<file path="config.mk">
export PLATFORM = sky130hd
export DESIGN_NAME = sprite_line_eval
export DESIGN_NICKNAME = d
export VERILOG_FILES = /design/src/rtl/sle_pkg.sv /design/src/rtl/sle_entry_decode.sv /design/src/rtl/sle_unit_buf.sv /design/src/rtl/sprite_line_eval.sv
export SDC_FILE = /design/constraint.sdc
export NUM_CORES = 1
export LEC_CHECK = 0
export ABC_AREA = 1
export BUFFER_PORTS_ARGS = -buffer_cell sky130_fd_sc_hd__buf_2
export CORE_ASPECT_RATIO = 1.25
export CORE_MARGIN = 5
export CORE_UTILIZATION = 42
export CTS_CLUSTER_SIZE = 40
export DETAILED_ROUTE_END_ITERATION = 7
export GPL_TIMING_DRIVEN = 0
export SETUP_SLACK_MARGIN = 0.15
export SLEW_MARGIN = 0
export SYNTH_ARGS = -nofsm -noshare
export SYNTH_HDL_FRONTEND = slang
export SYNTH_SLANG_ARGS = --single-unit
</file>
<file path="constraint.sdc">
create_clock -name clk -period 4.2 [get_ports clk]
set_input_delay 0.21 -clock clk [delete_from_list [all_inputs] [get_ports clk]]
set_output_delay 0.21 -clock clk [all_outputs]
set_load 0.03 [all_outputs]
</file>
<file path="src/rtl/sle_pkg.sv">
package sle_pkg;
    localparam int COORD_W = 10;
    localparam int X_W     = COORD_W + 1;
    localparam int PAT_W   = 10;
    localparam int SUB_W   = 4;
    localparam int PAL_W   = 4;
    localparam int WORD_W  = 16;

    typedef struct packed {
        logic [X_W-1:0]   x;
        logic [PAT_W-1:0] pat;
        logic [SUB_W-1:0] sub;
        logic [PAL_W-1:0] pal;
        logic             prio;
        logic             hflip;
        logic             first;
    } unit_t;

    typedef enum logic [1:0] {
        ST_IDLE = 2'd0,
        ST_SCAN = 2'd1,
        ST_DONE = 2'd2
    } scan_state_t;
endpackage

</file>
<file path="src/rtl/sle_entry_decode.sv">
module sle_entry_decode
    import sle_pkg::*;
(
    input  logic [COORD_W-1:0] line_num,
    input  logic               is_first,
    input  logic [WORD_W-1:0]  w0,
    input  logic [WORD_W-1:0]  w1,
    input  logic [WORD_W-1:0]  w2,
    input  logic [WORD_W-1:0]  w3,
    output logic               hit,
    output logic               wide,
    output unit_t              unit_a,
    output unit_t              unit_b
);
    logic [WORD_W-1:0] ytop, diff;
    logic [6:0]        hgt, row;
    logic [PAT_W-1:0]  base;
    logic              vflip, hflip;
    logic              unused_bits;

    assign unused_bits = ^{w0[15:10], w1[15:10], w2[15:11], w2[0],
                           w3[6:4], w3[10:9], w3[14], row[6]};

    always_comb begin
        vflip = w3[15];
        hflip = w3[11];
        wide  = w3[8];
        ytop  = {6'd0, w0[9:0]} - 16'd64;
        diff  = {6'd0, line_num} - ytop;
        unique case (w3[13:12])
            2'd0:    hgt = 7'd16;
            2'd1:    hgt = 7'd32;
            default: hgt = 7'd64;
        endcase
        hit  = diff < {9'd0, hgt};
        row  = vflip ? (hgt - 7'd1 - diff[6:0]) : diff[6:0];
        base = w2[10:1];
        unique case (w3[13:12])
            2'd0:    ;
            2'd1:    base[1]   = 1'b0;
            default: base[2:1] = 2'b00;
        endcase
        base[2:1] = base[2:1] | row[5:4];

        unit_a.x     = {1'b0, w1[9:0]};
        unit_a.pat   = wide ? {base[PAT_W-1:1], hflip} : base;
        unit_a.sub   = row[3:0];
        unit_a.pal   = w3[3:0];
        unit_a.prio  = w3[7];
        unit_a.hflip = hflip;
        unit_a.first = is_first;

        unit_b       = unit_a;
        unit_b.x     = {1'b0, w1[9:0]} + 11'd16;
        unit_b.pat   = {base[PAT_W-1:1], ~hflip};
    end
endmodule

</file>
<file path="src/rtl/sle_unit_buf.sv">
module sle_unit_buf
    import sle_pkg::*;
#(
    parameter int DEPTH = 16,
    localparam int AW   = $clog2(DEPTH)
) (
    input  logic          clk,
    input  logic          rst_n,
    input  logic          we_a,
    input  logic [AW-1:0] addr_a,
    input  unit_t         d_a,
    input  logic          we_b,
    input  logic [AW-1:0] addr_b,
    input  unit_t         d_b,
    input  logic [AW-1:0] rd_addr,
    output unit_t         rd_data
);
    unit_t slots [DEPTH];

    for (genvar g = 0; g < DEPTH; g++) begin : g_slot
        always_ff @(posedge clk or negedge rst_n) begin
            if (!rst_n)
                slots[g] <= '0;
            else if (we_a && addr_a == AW'(g))
                slots[g] <= d_a;
            else if (we_b && addr_b == AW'(g))
                slots[g] <= d_b;
        end
    end

    assign rd_data = slots[rd_addr];

    AST_PAIR_SLOTS_DIFFER: assert property (@(posedge clk) disable iff (!rst_n)
        (we_a && we_b) |-> (addr_b == addr_a + AW'(1)));
    AST_SECOND_NEEDS_FIRST: assert property (@(posedge clk) disable iff (!rst_n)
        we_b |-> we_a);
endmodule

</file>
<file path="src/rtl/sprite_line_eval.sv">
module sprite_line_eval
    import sle_pkg::*;
#(
    parameter int NUM_ENTRIES = 64,
    parameter int MAX_UNITS   = 16,
    localparam int IDX_W      = $clog2(NUM_ENTRIES),
    localparam int CNT_W      = $clog2(MAX_UNITS + 1),
    localparam int BUF_AW     = $clog2(MAX_UNITS)
) (
    input  logic               clk,
    input  logic               rst_n,
    input  logic               line_start,
    input  logic [COORD_W-1:0] line_num,
    input  logic               ovf_en,
    output logic [IDX_W-1:0]   ent_idx,
    input  logic [WORD_W-1:0]  ent_w0,
    input  logic [WORD_W-1:0]  ent_w1,
    input  logic [WORD_W-1:0]  ent_w2,
    input  logic [WORD_W-1:0]  ent_w3,
    output logic               done,
    output logic [CNT_W-1:0]   unit_count,
    output logic               overflow,
    input  logic [BUF_AW-1:0]  rd_idx,
    output logic [X_W-1:0]     rd_x,
    output logic [PAT_W-1:0]   rd_pat,
    output logic [SUB_W-1:0]   rd_sub,
    output logic [PAL_W-1:0]   rd_pal,
    output logic               rd_prio,
    output logic               rd_hflip,
    output logic               rd_first
);
    scan_state_t        state_q, state_d;
    logic [IDX_W-1:0]   idx_q;
    logic [CNT_W-1:0]   cnt_q, room, n_new;
    logic [COORD_W-1:0] line_q;
    logic               ovf_q;
    logic               hit, wide, scanning, we_a, we_b, over, last;
    unit_t              unit_a, unit_b, rd_unit;

    sle_entry_decode u_dec (
        .line_num (line_q),
        .is_first (idx_q == '0),
        .w0       (ent_w0),
        .w1       (ent_w1),
        .w2       (ent_w2),
        .w3       (ent_w3),
        .hit      (hit),
        .wide     (wide),
        .unit_a   (unit_a),
        .unit_b   (unit_b)
    );

    sle_unit_buf #(.DEPTH(MAX_UNITS)) u_buf (
        .clk     (clk),
        .rst_n   (rst_n),
        .we_a    (we_a),
        .addr_a  (cnt_q[BUF_AW-1:0]),
        .d_a     (unit_a),
        .we_b    (we_b),
        .addr_b  (cnt_q[BUF_AW-1:0] + BUF_AW'(1)),
        .d_b     (unit_b),
        .rd_addr (rd_idx),
        .rd_data (rd_unit)
    );

    always_comb begin
        scanning = (state_q == ST_SCAN) && !line_start;
        room     = CNT_W'(MAX_UNITS) - cnt_q;
        n_new    = hit ? (wide ? CNT_W'(2) : CNT_W'(1)) : '0;
        we_a     = scanning && hit && (room != '0);
        we_b     = scanning && hit && wide && (room >= CNT_W'(2));
        over     = scanning && (n_new > room);
        last     = idx_q == IDX_W'(NUM_ENTRIES - 1);
    end

    always_comb begin
        state_d = state_q;
        unique case (state_q)
            ST_IDLE: if (line_start) state_d = ST_SCAN;
            ST_SCAN: begin
                if (line_start)          state_d = ST_SCAN;
                else if (over || last)   state_d = ST_DONE;
            end
            ST_DONE: if (line_start) state_d = ST_SCAN;
            default: state_d = ST_IDLE;
        endcase
    end

    always_ff @(posedge clk or negedge rst_n) begin
        if (!rst_n) begin
            state_q <= ST_IDLE;
            idx_q   <= '0;
            cnt_q   <= '0;
            ovf_q   <= 1'b0;
            line_q  <= '0;
        end else begin
            state_q <= state_d;
            if (line_start) begin
                idx_q  <= '0;
                cnt_q  <= '0;
                ovf_q  <= 1'b0;
                line_q <= line_num;
            end else if (state_q == ST_SCAN) begin
                cnt_q <= cnt_q + CNT_W'(we_a) + CNT_W'(we_b);
                if (!last && !over) idx_q <= idx_q + IDX_W'(1);
                if (over) ovf_q <= ovf_en;
            end
        end
    end

    always_comb begin
        ent_idx    = idx_q;
        done       = state_q == ST_DONE;
        unit_count = cnt_q;
        overflow   = ovf_q;
        rd_x       = rd_unit.x;
        rd_pat     = rd_unit.pat;
        rd_sub     = rd_unit.sub;
        rd_pal     = rd_unit.pal;
        rd_prio    = rd_unit.prio;
        rd_hflip   = rd_unit.hflip;
        rd_first   = rd_unit.first;
    end

    AST_COUNT_BOUND: assert property (@(posedge clk) disable iff (!rst_n)
        unit_count <= CNT_W'(MAX_UNITS));
    AST_OVF_NEEDS_EN: assert property (@(posedge clk) disable iff (!rst_n)
        $rose(overflow) |-> $past(ovf_en));
    AST_OVF_ENDS_SCAN: assert property (@(posedge clk) disable iff (!rst_n)
        $rose(overflow) |-> done);
    AST_START_CLEARS: assert property (@(posedge clk) disable iff (!rst_n)
        line_start |=> (unit_count == '0 && !done && !overflow));
    AST_DONE_HOLDS: assert property (@(posedge clk) disable iff (!rst_n)
        (done && !line_start) |=> (done && $stable(unit_count)));
    AST_COUNT_GROWS: assert property (@(posedge clk) disable iff (!rst_n)
        (state_q == ST_SCAN && !line_start) |=> unit_count >= $past(unit_count));
endmodule

</file>
==> results_dict.tcl <==
set metrics [dict create \
    status "finished with violations" \
    violations_in_the_final_reports "capacitance limit, slew limit" \
    multi_input_comb_area_um2 14300 \
    final_design_area_no_fill_um2 34200 \
    placer_s_final_routability_congestion_estimate 1.05 \
    layout.cells.non_filler 5078 \
    p_total_mw 12.9 \
    slew_viol_final 10 \
    yosys_register_bits 536 \
    pin_count_of_the_biggest_net_entering_global_routing 117 \
    cts.clk_slew.worst_paths_ps 60 \
    timing_hold_violations_final 0 \
    pin_count 127 \
    fp.dieW_um 249 \
    leading_cell_types_by_total_area_after_synthesis "sky130_fd_sc_hd__dfrtp_1 (45%), sky130_fd_sc_hd__nand2_1 (17%), sky130_fd_sc_hd__nand3_1 (9.7%)" \
    fin_crit_ps 3940 \
    synth_largest_type_area_fraction_pct 44.7 \
    ctsRootBufferMaster "sky130_fd_sc_hd__clkbuf_16" \
    fill_cells 7129 \
    detail_route.vias_per_cell 5.96 \
    synthesis_to_finish_area_growth_pct 14.0 \
    placedInstanceArea_um2 31800 \
    cts.path.max_buffers 3 \
    final_antenna_net_count 0 \
    cts_inserted_buffers 60 \
    maxCapViolCount 1 \
    slew_headroom_pct -0.135 \
    syn_inst 3910 \
    cell_count_after_placement 4938 \
    seq_area_um2 13400 \
    clock_skew_ps 22.8 \
    cts_tree "built" \
    detail_route.wirelength_um 137000 \
    period_share_pct 93.8 \
    power_density_nw_per_um2 376 \
    syn_avg_cell_area_um2 7.67 \
    static-leakage-power_nw 17.8 \
    dr.first_iter.drc_count 4098 \
    crit_arrival_ps 4530 \
    clock_latency_reported_for_the_late_side_of_the_worst_skew_pair_ps 670 \
    maxClockFrequency_mhz 254 \
    num_rows 109 \
    floorplan.core_area_um2 70800 \
    dpl_worst_slack_ps -854 \
    setup_viol 0 \
    timing.critical_path.to_type "flip-flop" \
    tritoncts_num_sinks 536 \
    wire_length_of_the_first_global_routing_pass_um 196000 \
    post-route-worst-setup-slack_ps 259 \
    die_height_um 309 \
    post-synth-top-area-cell "sky130_fd_sc_hd__dfrtp_1" \
    critical_path.most_common_cell "sky130_fd_sc_hd__nand2_1" \
    floorplan.initialDensity_pct 42.4 \
    grt_pass1_vias 28800 \
    crit_path_max_incr_delay_ps 400 \
    ys_warn_count 0 \
    h-tree-depth 2 \
    yosysSeqAreaShare_pct 44.7 \
    synthesis.nets 4019 \
    dp_hpwl_um 100000 \
    criticalPathCategory "flip-flop to flip-flop" \
    layout-drive-gt1-share_pct 10.4 \
    timing.hold.worst.class "primary input to flip-flop" \
    antenna_violations_before_repair 2 \
    synth.lib_cells_used.distinct 39 \
    rsz0062_at_grt "no" \
    irDropWorstVdd_v 0.000317 \
    netlist_area_um2 30000 \
    wl_per_cell_um 26.9 \
    drt_pass1_iterations 8 \
    nNetsFinal 4195 \
    timing.critical_path.from_type "flip-flop" \
    crit_chain "inv_2 > ha_4 > inv_4 > fa_2 > nand3_2 > nand3_2 > xnor2_2 > ha_2 > inv_1 > fa_2 > inv_2 > o211ai_4 > nor2_4 > buf_4 > buf_4 > buf_6 > nand4_4 > nand2_1 > buf_2 > nand2_1 > nand2_1" \
    worst_slew_pin_slew_ps 1500 \
    cp_max_fo 10 \
    grt_use_total_pct 34.1 \
    detailroute.via_count 30300 \
    die_area_um2 76900 \
    detail_route.drc_violations 0 \
    aggregate_global_routing_overflow 0 \
    numPortBuffers 77 \
    critical-path-slowest-cell "sky130_fd_sc_hd__fa_2" \
    required_time_at_the_worst_slack_endpoint_ps 4790 \
]
[power by group]
part           internal [mW]  switching (mW)
clock network           3.14            2.37
logic                  0.493            1.44
registers               5.33           0.101
[cell usage after synthesis (all sizes together)]
master	instances
o21ai	160
nand3b	1
inv	208
clkbuf	171
o211ai	130
xor2	13
nand4	165
nor2	60
a31oi	2
xnor2	9
o31ai	2
dfrtp	536
nor3	3
clkinv	3
nor4	1
ha	24
buf	182
nor3b	2
nand2	1384
a22oi	1
nand3	582
fa	3
mux2i	128
a21oi	140
[timing repair]
item                                    CTS  global route
gates resized for setup                  23            33
pin swaps                                 4            17
buffers inserted                          8             8
hold buffers                             13             0
endpoints found under the setup margin  237           165
cloned                                    0             0
endpoints found under the hold margin   141             0
[state kept, by name, indices dropped and copies added, names as in the netlist]
register,cells
ent_idx,6
unit_count,5
state_q,2
line_q,10
overflow,1
u_buf.slots,512
[final timing paths]
| kind | from | endpoint | slack (ps) | cells past startpoint |
|---|---|---|---|---|
| max | line_q[0] | u_buf.slots[422] | 260 | 21 |
| min | line_start | line_q[0] | 20 | 2 |
| max reg2reg | line_q[0] | u_buf.slots[422] | 260 | 21 |
| min reg2reg | state_q[1] | state_q[0] | 440 | 1 |
| max in group asynchronous | rst_n | unit_count[0] | 2690 | 4 |
| min in group asynchronous | rst_n | u_buf.slots[68] | 70 | 2 |
[critical path: cells and delay by family, from the launching register on]
family	cells	cell delay, ps
simple gates	7	990
fa+ha+maj	4	1070
xor+xnor	1	200
compound gates	1	130
flops	1	370
buf+inv	8	1100
[per-stage QoR]
step	hold slack [ps]	setup TNS (ps)	utilization [%]
after floorplan	-85.6	0	-
after global placement	416	-4722840	44.6
after detailed placement	185	-12760	44.9
after CTS	22.9	0	48.1
after global routing	59.8	0	48.3
final	16.8	0	48.3
[routing by layer]
metal  routed length [µm]  GRT usage (%)
met5                   10              0
met4                11200           22.7
met3                14300           7.96
met2                60400           53.4
met1                50700           42.5
[layout make-up]
cell class / instances / area share [%]
multi-input cells: 2810 / 41.7
clock inverters: 20 / 0.702
well taps: 943 / 3.45
clock buffers: 89 / 5.15
repair buffers: 114 / 2.42
plain buffers: 353 / 5.04
diodes: 2 / 0.0146
inverters: 211 / 2.35
flip-flops and latches: 536 / 39.2
[cell families after synthesis]
kind of cell,count (synthesis),share of synthesized area (%)
compound gates,435,8.49
xor+xnor,22,0.667
fa+ha+maj,27,1.20
buf+inv,564,8.21
flops,536,44.7
mux,128,4.27
simple gates,2198,32.5
[layout by cell type (no fill, tap or decap), types with 17 or more instances in the layout]
cell type                   netlist  final
sky130_fd_sc_hd__nand2_1       1371   1367
sky130_fd_sc_hd__nand3_1        581    578
sky130_fd_sc_hd__dfrtp_1        536    535
sky130_fd_sc_hd__inv_1          201    195
sky130_fd_sc_hd__clkbuf_1       171    183
sky130_fd_sc_hd__buf_2           84    156
sky130_fd_sc_hd__o21ai_0        158    155
sky130_fd_sc_hd__a21oi_1        140    138
sky130_fd_sc_hd__nand4_1        137    137
sky130_fd_sc_hd__o211ai_1       129    129
sky130_fd_sc_hd__mux2i_1        128    128
sky130_fd_sc_hd__buf_4           54     71
sky130_fd_sc_hd__clkbuf_16        0     61
sky130_fd_sc_hd__nor2_1          57     56
sky130_fd_sc_hd__buf_1           39     39
sky130_fd_sc_hd__ha_1            24     21
sky130_fd_sc_hd__nand4_2         18     18
sky130_fd_sc_hd__nand2_2         13     17
Power figures use the tool's default switching activity.
